<file path="src/rtl/coal_pkg.sv">
package coal_pkg;
  localparam int NCH = 2;

  typedef enum logic [1:0] {
    A_CFG = 2'd0,
    A_GLB = 2'd1,
    A_STS = 2'd2,
    A_ENA = 2'd3
  } addr_e;

  typedef struct packed {
    logic       en;
    logic [6:0] max_cnt;
    logic [7:0] max_tmo;
  } chan_cfg_t;
endpackage

</file>
<file path="src/rtl/coal_tick.sv">
module coal_tick #(
  parameter int W = 8
) (
  input  logic         clk_i,
  input  logic         rst_ni,
  input  logic [W-1:0] cyc_i,
  input  logic         restart_i,
  output logic         tick_o
);
  logic [W-1:0] presc_q;
  logic [W-1:0] cyc_m1;

  assign cyc_m1 = (cyc_i == '0) ? '0 : cyc_i - 1'b1;
  assign tick_o = presc_q >= cyc_m1;

  always_ff @(posedge clk_i or negedge rst_ni) begin
    if (!rst_ni)        presc_q <= '0;
    else if (restart_i) presc_q <= '0;
    else if (tick_o)    presc_q <= '0;
    else                presc_q <= presc_q + 1'b1;
  end
endmodule

</file>
<file path="src/rtl/coal_chan.sv">
module coal_chan
  import coal_pkg::*;
(
  input  logic      clk_i,
  input  logic      rst_ni,
  input  chan_cfg_t cfg_i,
  input  logic      tick_i,
  input  logic      evt_i,
  output logic      fire_o
);
  logic [7:0] cnt_q, tmr_q;
  logic [7:0] cnt_nx;
  logic [8:0] tmr_inc;
  logic       pend, cnt_hit, tmo_hit;

  assign pend    = cnt_q != '0;
  assign cnt_nx  = cnt_q + {7'd0, evt_i};
  assign cnt_hit = evt_i && (cnt_nx >= {1'b0, cfg_i.max_cnt});
  assign tmr_inc = {1'b0, tmr_q} + 9'd1;
  // timeout path idle when limit is zero
  assign tmo_hit = pend && tick_i && (cfg_i.max_tmo != '0) &&
                   (tmr_inc >= {1'b0, cfg_i.max_tmo});
  assign fire_o  = cfg_i.en ? (cnt_hit || tmo_hit) : evt_i;

  always_ff @(posedge clk_i or negedge rst_ni) begin
    if (!rst_ni) begin
      cnt_q <= '0;
      tmr_q <= '0;
    end else if (!cfg_i.en || fire_o) begin
      cnt_q <= '0;
      tmr_q <= '0;
    end else begin
      cnt_q <= cnt_nx;
      if (pend && tick_i && tmr_q != 8'hff) tmr_q <= tmr_q + 1'b1;
    end
  end
endmodule

</file>
<file path="src/rtl/coal_csr.sv">
module coal_csr
  import coal_pkg::*;
#(
  parameter int          NC        = 2,
  parameter logic [31:0] CFG_RESET = 32'h8404_8404,
  parameter logic [7:0]  CYC_RESET = 8'd50
) (
  input  logic          clk_i,
  input  logic          rst_ni,
  input  logic          we_i,
  input  logic [1:0]    addr_i,
  input  logic [31:0]   wdata_i,
  output logic [31:0]   rdata_o,
  input  logic [NC-1:0] fire_i,
  output logic [31:0]   cfg_o,
  output logic [7:0]    cyc_o,
  output logic          glb_wr_o,
  output logic [NC-1:0] status_o,
  output logic [NC-1:0] ena_o
);
  logic [31:0]   cfg_q;
  logic [7:0]    cyc_q;
  logic [NC-1:0] status_q, ena_q, clr;

  assign glb_wr_o = we_i && (addr_i == A_GLB);
  assign clr      = (we_i && addr_i == A_STS) ? wdata_i[NC-1:0] : '0;

  always_ff @(posedge clk_i or negedge rst_ni) begin
    if (!rst_ni) begin
      cfg_q    <= CFG_RESET;
      cyc_q    <= CYC_RESET;
      status_q <= '0;
      ena_q    <= '0;
    end else begin
      if (we_i && addr_i == A_CFG) cfg_q <= wdata_i;
      if (glb_wr_o)                cyc_q <= wdata_i[15:8];
      if (we_i && addr_i == A_ENA) ena_q <= wdata_i[NC-1:0];
      // firing beats a same-cycle clear
      status_q <= (status_q & ~clr) | fire_i;
    end
  end

  always_comb begin
    rdata_o = '0;
    unique case (addr_i)
      A_CFG: rdata_o = cfg_q;
      A_GLB: rdata_o[15:8] = cyc_q;
      A_STS: rdata_o[NC-1:0] = status_q;
      A_ENA: rdata_o[NC-1:0] = ena_q;
      default: rdata_o = '0;
    endcase
  end

  assign cfg_o    = cfg_q;
  assign cyc_o    = cyc_q;
  assign status_o = status_q;
  assign ena_o    = ena_q;
endmodule

</file>
<file path="src/rtl/intr_coalescer.sv">
module intr_coalescer
  import coal_pkg::*;
#(
  parameter logic [31:0] CFG_RESET = 32'h8404_8404,
  parameter logic [7:0]  CYC_RESET = 8'd50
) (
  input  logic        clk_i,
  input  logic        rst_ni,
  input  logic        reg_we_i,
  input  logic [1:0]  reg_addr_i,
  input  logic [31:0] reg_wdata_i,
  output logic [31:0] reg_rdata_o,
  input  logic        rx_evt_i,
  input  logic        tx_evt_i,
  output logic        irq_o
);
  localparam int FW = 32 / NCH;

  logic [31:0]    cfg_q;
  logic [7:0]     cyc_q;
  logic           glb_wr, tick;
  logic [NCH-1:0] fire, status_q, ena_q, evt;

  assign evt = {tx_evt_i, rx_evt_i};

  coal_csr #(.NC(NCH), .CFG_RESET(CFG_RESET), .CYC_RESET(CYC_RESET)) u_csr (
    .clk_i, .rst_ni,
    .we_i(reg_we_i), .addr_i(reg_addr_i), .wdata_i(reg_wdata_i),
    .rdata_o(reg_rdata_o), .fire_i(fire),
    .cfg_o(cfg_q), .cyc_o(cyc_q), .glb_wr_o(glb_wr),
    .status_o(status_q), .ena_o(ena_q)
  );

  coal_tick #(.W(8)) u_tick (
    .clk_i, .rst_ni, .cyc_i(cyc_q), .restart_i(glb_wr), .tick_o(tick)
  );

  for (genvar i = 0; i < NCH; i++) begin : g_ch
    coal_chan u_ch (
      .clk_i, .rst_ni,
      .cfg_i(chan_cfg_t'(cfg_q[FW*i +: FW])),
      .tick_i(tick), .evt_i(evt[i]), .fire_o(fire[i])
    );
  end

  assign irq_o = |(status_q & ena_q);
endmodule

</file>
<file path="config.mk">
export PLATFORM = sky130hd
export DESIGN_NAME = intr_coalescer
export DESIGN_NICKNAME = d
export VERILOG_FILES = /design/src/rtl/coal_pkg.sv /design/src/rtl/coal_tick.sv /design/src/rtl/coal_chan.sv /design/src/rtl/coal_csr.sv /design/src/rtl/intr_coalescer.sv
export SDC_FILE = /design/constraint.sdc
export NUM_CORES = 1
export LEC_CHECK = 0
export ABC_AREA = 1
export BUFFER_PORTS_ARGS = -buffer_cell sky130_fd_sc_hd__buf_2
export CAP_MARGIN = 25
export CORE_ASPECT_RATIO = 1.75
export CORE_MARGIN = 1.5
export CORE_UTILIZATION = 30
export DETAILED_ROUTE_END_ITERATION = 12
export PLACE_DENSITY_LB_ADDON = 0.25
export SLEW_MARGIN = 10
export SYNTH_ARGS = -nofsm -noshare
export SYNTH_HDL_FRONTEND = slang
export SYNTH_HIERARCHICAL = 1
export SYNTH_SLANG_ARGS = --single-unit
</file>
<file path="constraint.sdc">
create_clock -name clk_i -period 4.1 [get_ports clk_i]
set_clock_uncertainty 0.2 [all_clocks]
set_input_delay 0.41 -clock clk_i [delete_from_list [all_inputs] [get_ports clk_i]]
set_output_delay 0.41 -clock clk_i [all_outputs]
set_load 0.005 [all_outputs]
</file>
==> run metrics <==
Final Hold Vio Count=7; CP Data Required Time=4.16 ns; Max-Cap Viols=0; TritonRoute pass-1 iters=4; Max Freq=299 MHz; top cells by area, synth=dfrtp_1 32%, nand2_1 14%, ha_1 9.7%, inv_1 8.6%, nor2_1 5.2%; R2R Path Start=u_csr/cyc_o[0]; synth-to-layout area growth=14.9%; clk root buf=clkbuf_16; via count=5020; Port Buffers=71; grt ovf=0; WHS=-0.0106 ns; initial antenna violation count=0; status=finished with violations; Critical R2R Capture=g_ch[0].u_ch/tmr_q[2]; I/O pin cnt=72; top-area cell type share of the netlist area=31.7%; Post-synth EDFFs=0; cell area power density=373 nW/um^2; Post-DP HPWL=11.5 mm; Synth Warn #=6; die area=20600 sq um; Starting DRT DRC Count=186; Clk Latency, worst-skew pair=0.35 ns; per-cell routed wire length=13.5 microns; fillers=2112; Gate power share=25.1%; Max Root-Sink Buffers=2; syn nets=875; Seq pwr share=41.0%; share of layout cells above drive strength 1=19.2%; Post-DP Area=6490 sq um; Reg area=2110 sq um; FF-to-FF path depth=18; CP Data Arrival Time=3.41 ns; Final period util=81.7%; fraction of registers with async set or reset after synthesis=100%; leakage power=3.64 nW; Nets=944; post-synthesis sequential area ratio=35.7%; syn_area_per_cell=7.49 sq um; worst-margin pin slew=0.918 ns; cts repair resizes=0; total CTS buffers=9; mapped cell area=5920 sq um; Power Total=2.54 mW; RSZ-0062 raised after global routing=false; Core ar.=19300 sq um; area of the multi-input gates=3160 sq um; Hold Crit Class=in2async; startpoint types=flip-flop; Net Sw Power=0.858 mW; clock network power share=33.9%; first-pass GRT wire length=24.3 mm; number of global-route vias before repair=5055; CP Capture Type=flip-flop; reg2reg setup slack=0.75 ns; DRC Markers=0; Max Fanout on Critical Path=16; cell taking the most area after synthesis=dfrtp_1; CTS tree=built; Internal=1.68 mW; row cnt=67; final instance area=6800 sq um; fin crit period=3.35 ns; Final WS setup=0.750 ns; post-placement cell count=1089; CTS H-tree lvls=3; antenna cells=0; Yosys reg bits=84; Final ANT Viol Nets=0; Setup TNS=0 ns; via/cell ratio=4.54; relative slew slack=38.8%; largest net degree at the start of global routing=69; Place WS=0.760 ns; fin. max-slew vios=0; sw frac=33.8%; Synth Flop Type=dfrtp_1; Setup Fix Bufs, Post-CTS=0; CP Class=reg2reg; Distinct cells, synth=34; failing checks=hold timing; Final Instance Count excl. Fillers=1105; Cells after Synth=790; Hold-fix buffers, CTS=0; Clock Sinks=84; die width=109 microns; Worst VDD drop=0.000210 V; Worst-path clk slew=0.06 ns; Initial Util=30.7%; routability cong.=0.788; Routed WL=14.9 mm; chip height=189 microns; final setup violation count=0; Total GRT Usage=15.3%; utilization after layout=35.3%
worst max-delay path: stages (launching register included):
cell and delay, ns:
dfrtp_1 0.44, inv_1 0.12, ha_1 0.18, inv_2 0.05, nor2_4 0.09, nand3_2 0.10, nor2_2 0.12, nand2_2 0.10
o21ai_0 0.12, ha_1 0.29, a21oi_1 0.15, nor2_1 0.06, nor2_1 0.15, nand2_1 0.17, nand2_1 0.11, nor2_1 0.05
nand2_2 0.12, nand4_4 0.41, nor2_1 0.21
registers in the layout (all words and copies together), names as in the netlist:
signal / count
g_ch.u_ch/cnt_q: 16
g_ch.u_ch/tmr_q: 16
u_csr/ena_o: 2
u_csr/cfg_o: 32
u_csr/cyc_o: 8
u_csr/status_o: 2
u_tick/presc_q: 8
worst max path at each step:
stage,from,to,slack (ns),depth (start not counted)
CTS,u_csr/cyc_o[0],g_ch[1].u_ch/tmr_q[7],0.74,18
global route,u_csr/cyc_o[0],g_ch[0].u_ch/tmr_q[2],0.35,18
global placement,u_csr/cyc_o[0],g_ch[1].u_ch/tmr_q[1],0.84,18
floorplan,u_csr/cyc_o[1],g_ch[0].u_ch/cnt_q[6],1.21,22
finish,u_csr/cyc_o[0],g_ch[0].u_ch/tmr_q[2],0.75,18
detailed placement,u_csr/cyc_o[0],g_ch[1].u_ch/tmr_q[7],0.76,18
logic make-up after synthesis:
family,synth area share [%]
buf+inv,10.9
fa+ha+maj,9.72
flops,35.7
mux,0.507
compound gates,3.76
xor+xnor,3.55
simple gates,35.9
final cells by class:
class	count	area share [%]
clock buffers	11	3.72
clock inverters	5	0.865
inverters	142	7.84
multi-input cells	548	46.5
flip-flops and latches	84	31.1
well taps	241	4.43
repair buffers	74	5.59
cell usage after synthesis, types with 3 or more instances:
| library cell | n |
|---|---|
| dfrtp_1 | 75 |
| inv_2 | 7 |
| xor2_1 | 19 |
| buf_2 | 10 |
| dfstp_2 | 9 |
| nand2_2 | 13 |
| nand3_1 | 56 |
| nand4_1 | 10 |
| nor2_4 | 27 |
| nor2_2 | 6 |
| nor4_1 | 7 |
| inv_1 | 135 |
| o21ai_0 | 15 |
| a21oi_1 | 12 |
| nor2_1 | 82 |
| clkbuf_1 | 3 |
| nand2_1 | 219 |
| mux2i_1 | 3 |
| xnor2_1 | 5 |
| ha_1 | 46 |
| nand3_2 | 8 |
| a21o_1 | 5 |
layer usage:
metal / routed length, microns / up-vias / GRT usage, %
met1: 5970 / 2344 / 16.3
li1: - / 2574 / -
met5: 0 / - / 0
met3: 392 / 19 / 2.01
met4: 342 / 0 / 6.19
met2: 8170 / 83 / 29.3
layout by cell type, fill, tap and decap left out, drive strengths merged:
master	netlist	layout
a21o	5	5
nand3b	1	1
ha	46	46
or2	1	1
o21bai	2	2
a21oi	12	12
nor3	3	3
inv	142	143
nand4	12	12
buf	13	74
nor3b	1	1
dfstp	9	9
o211ai	2	2
dfrtp	75	75
nor4	7	7
clkinvlp	0	2
bufinv	0	1
nor2	116	116
clkinv	0	1
o21ai	17	17
clkbuf	3	11
xnor2	5	5
nand3	64	64
nand2	232	232
xor2	19	19
mux2i	3	3
power groups by stage:
stage | Clock [mW] | Sequential (mW) | Combinational, mW
after floorplan | 0 | 1.02 | 0.486
after global placement | 0 | 1.06 | 0.642
after detailed placement | 0 | 1.06 | 0.648
after CTS | 0.894 | 1.04 | 0.652
after global routing | 0.917 | 1.06 | 0.745
final | 0.861 | 1.04 | 0.636
(Power assumes the default switching activity.)
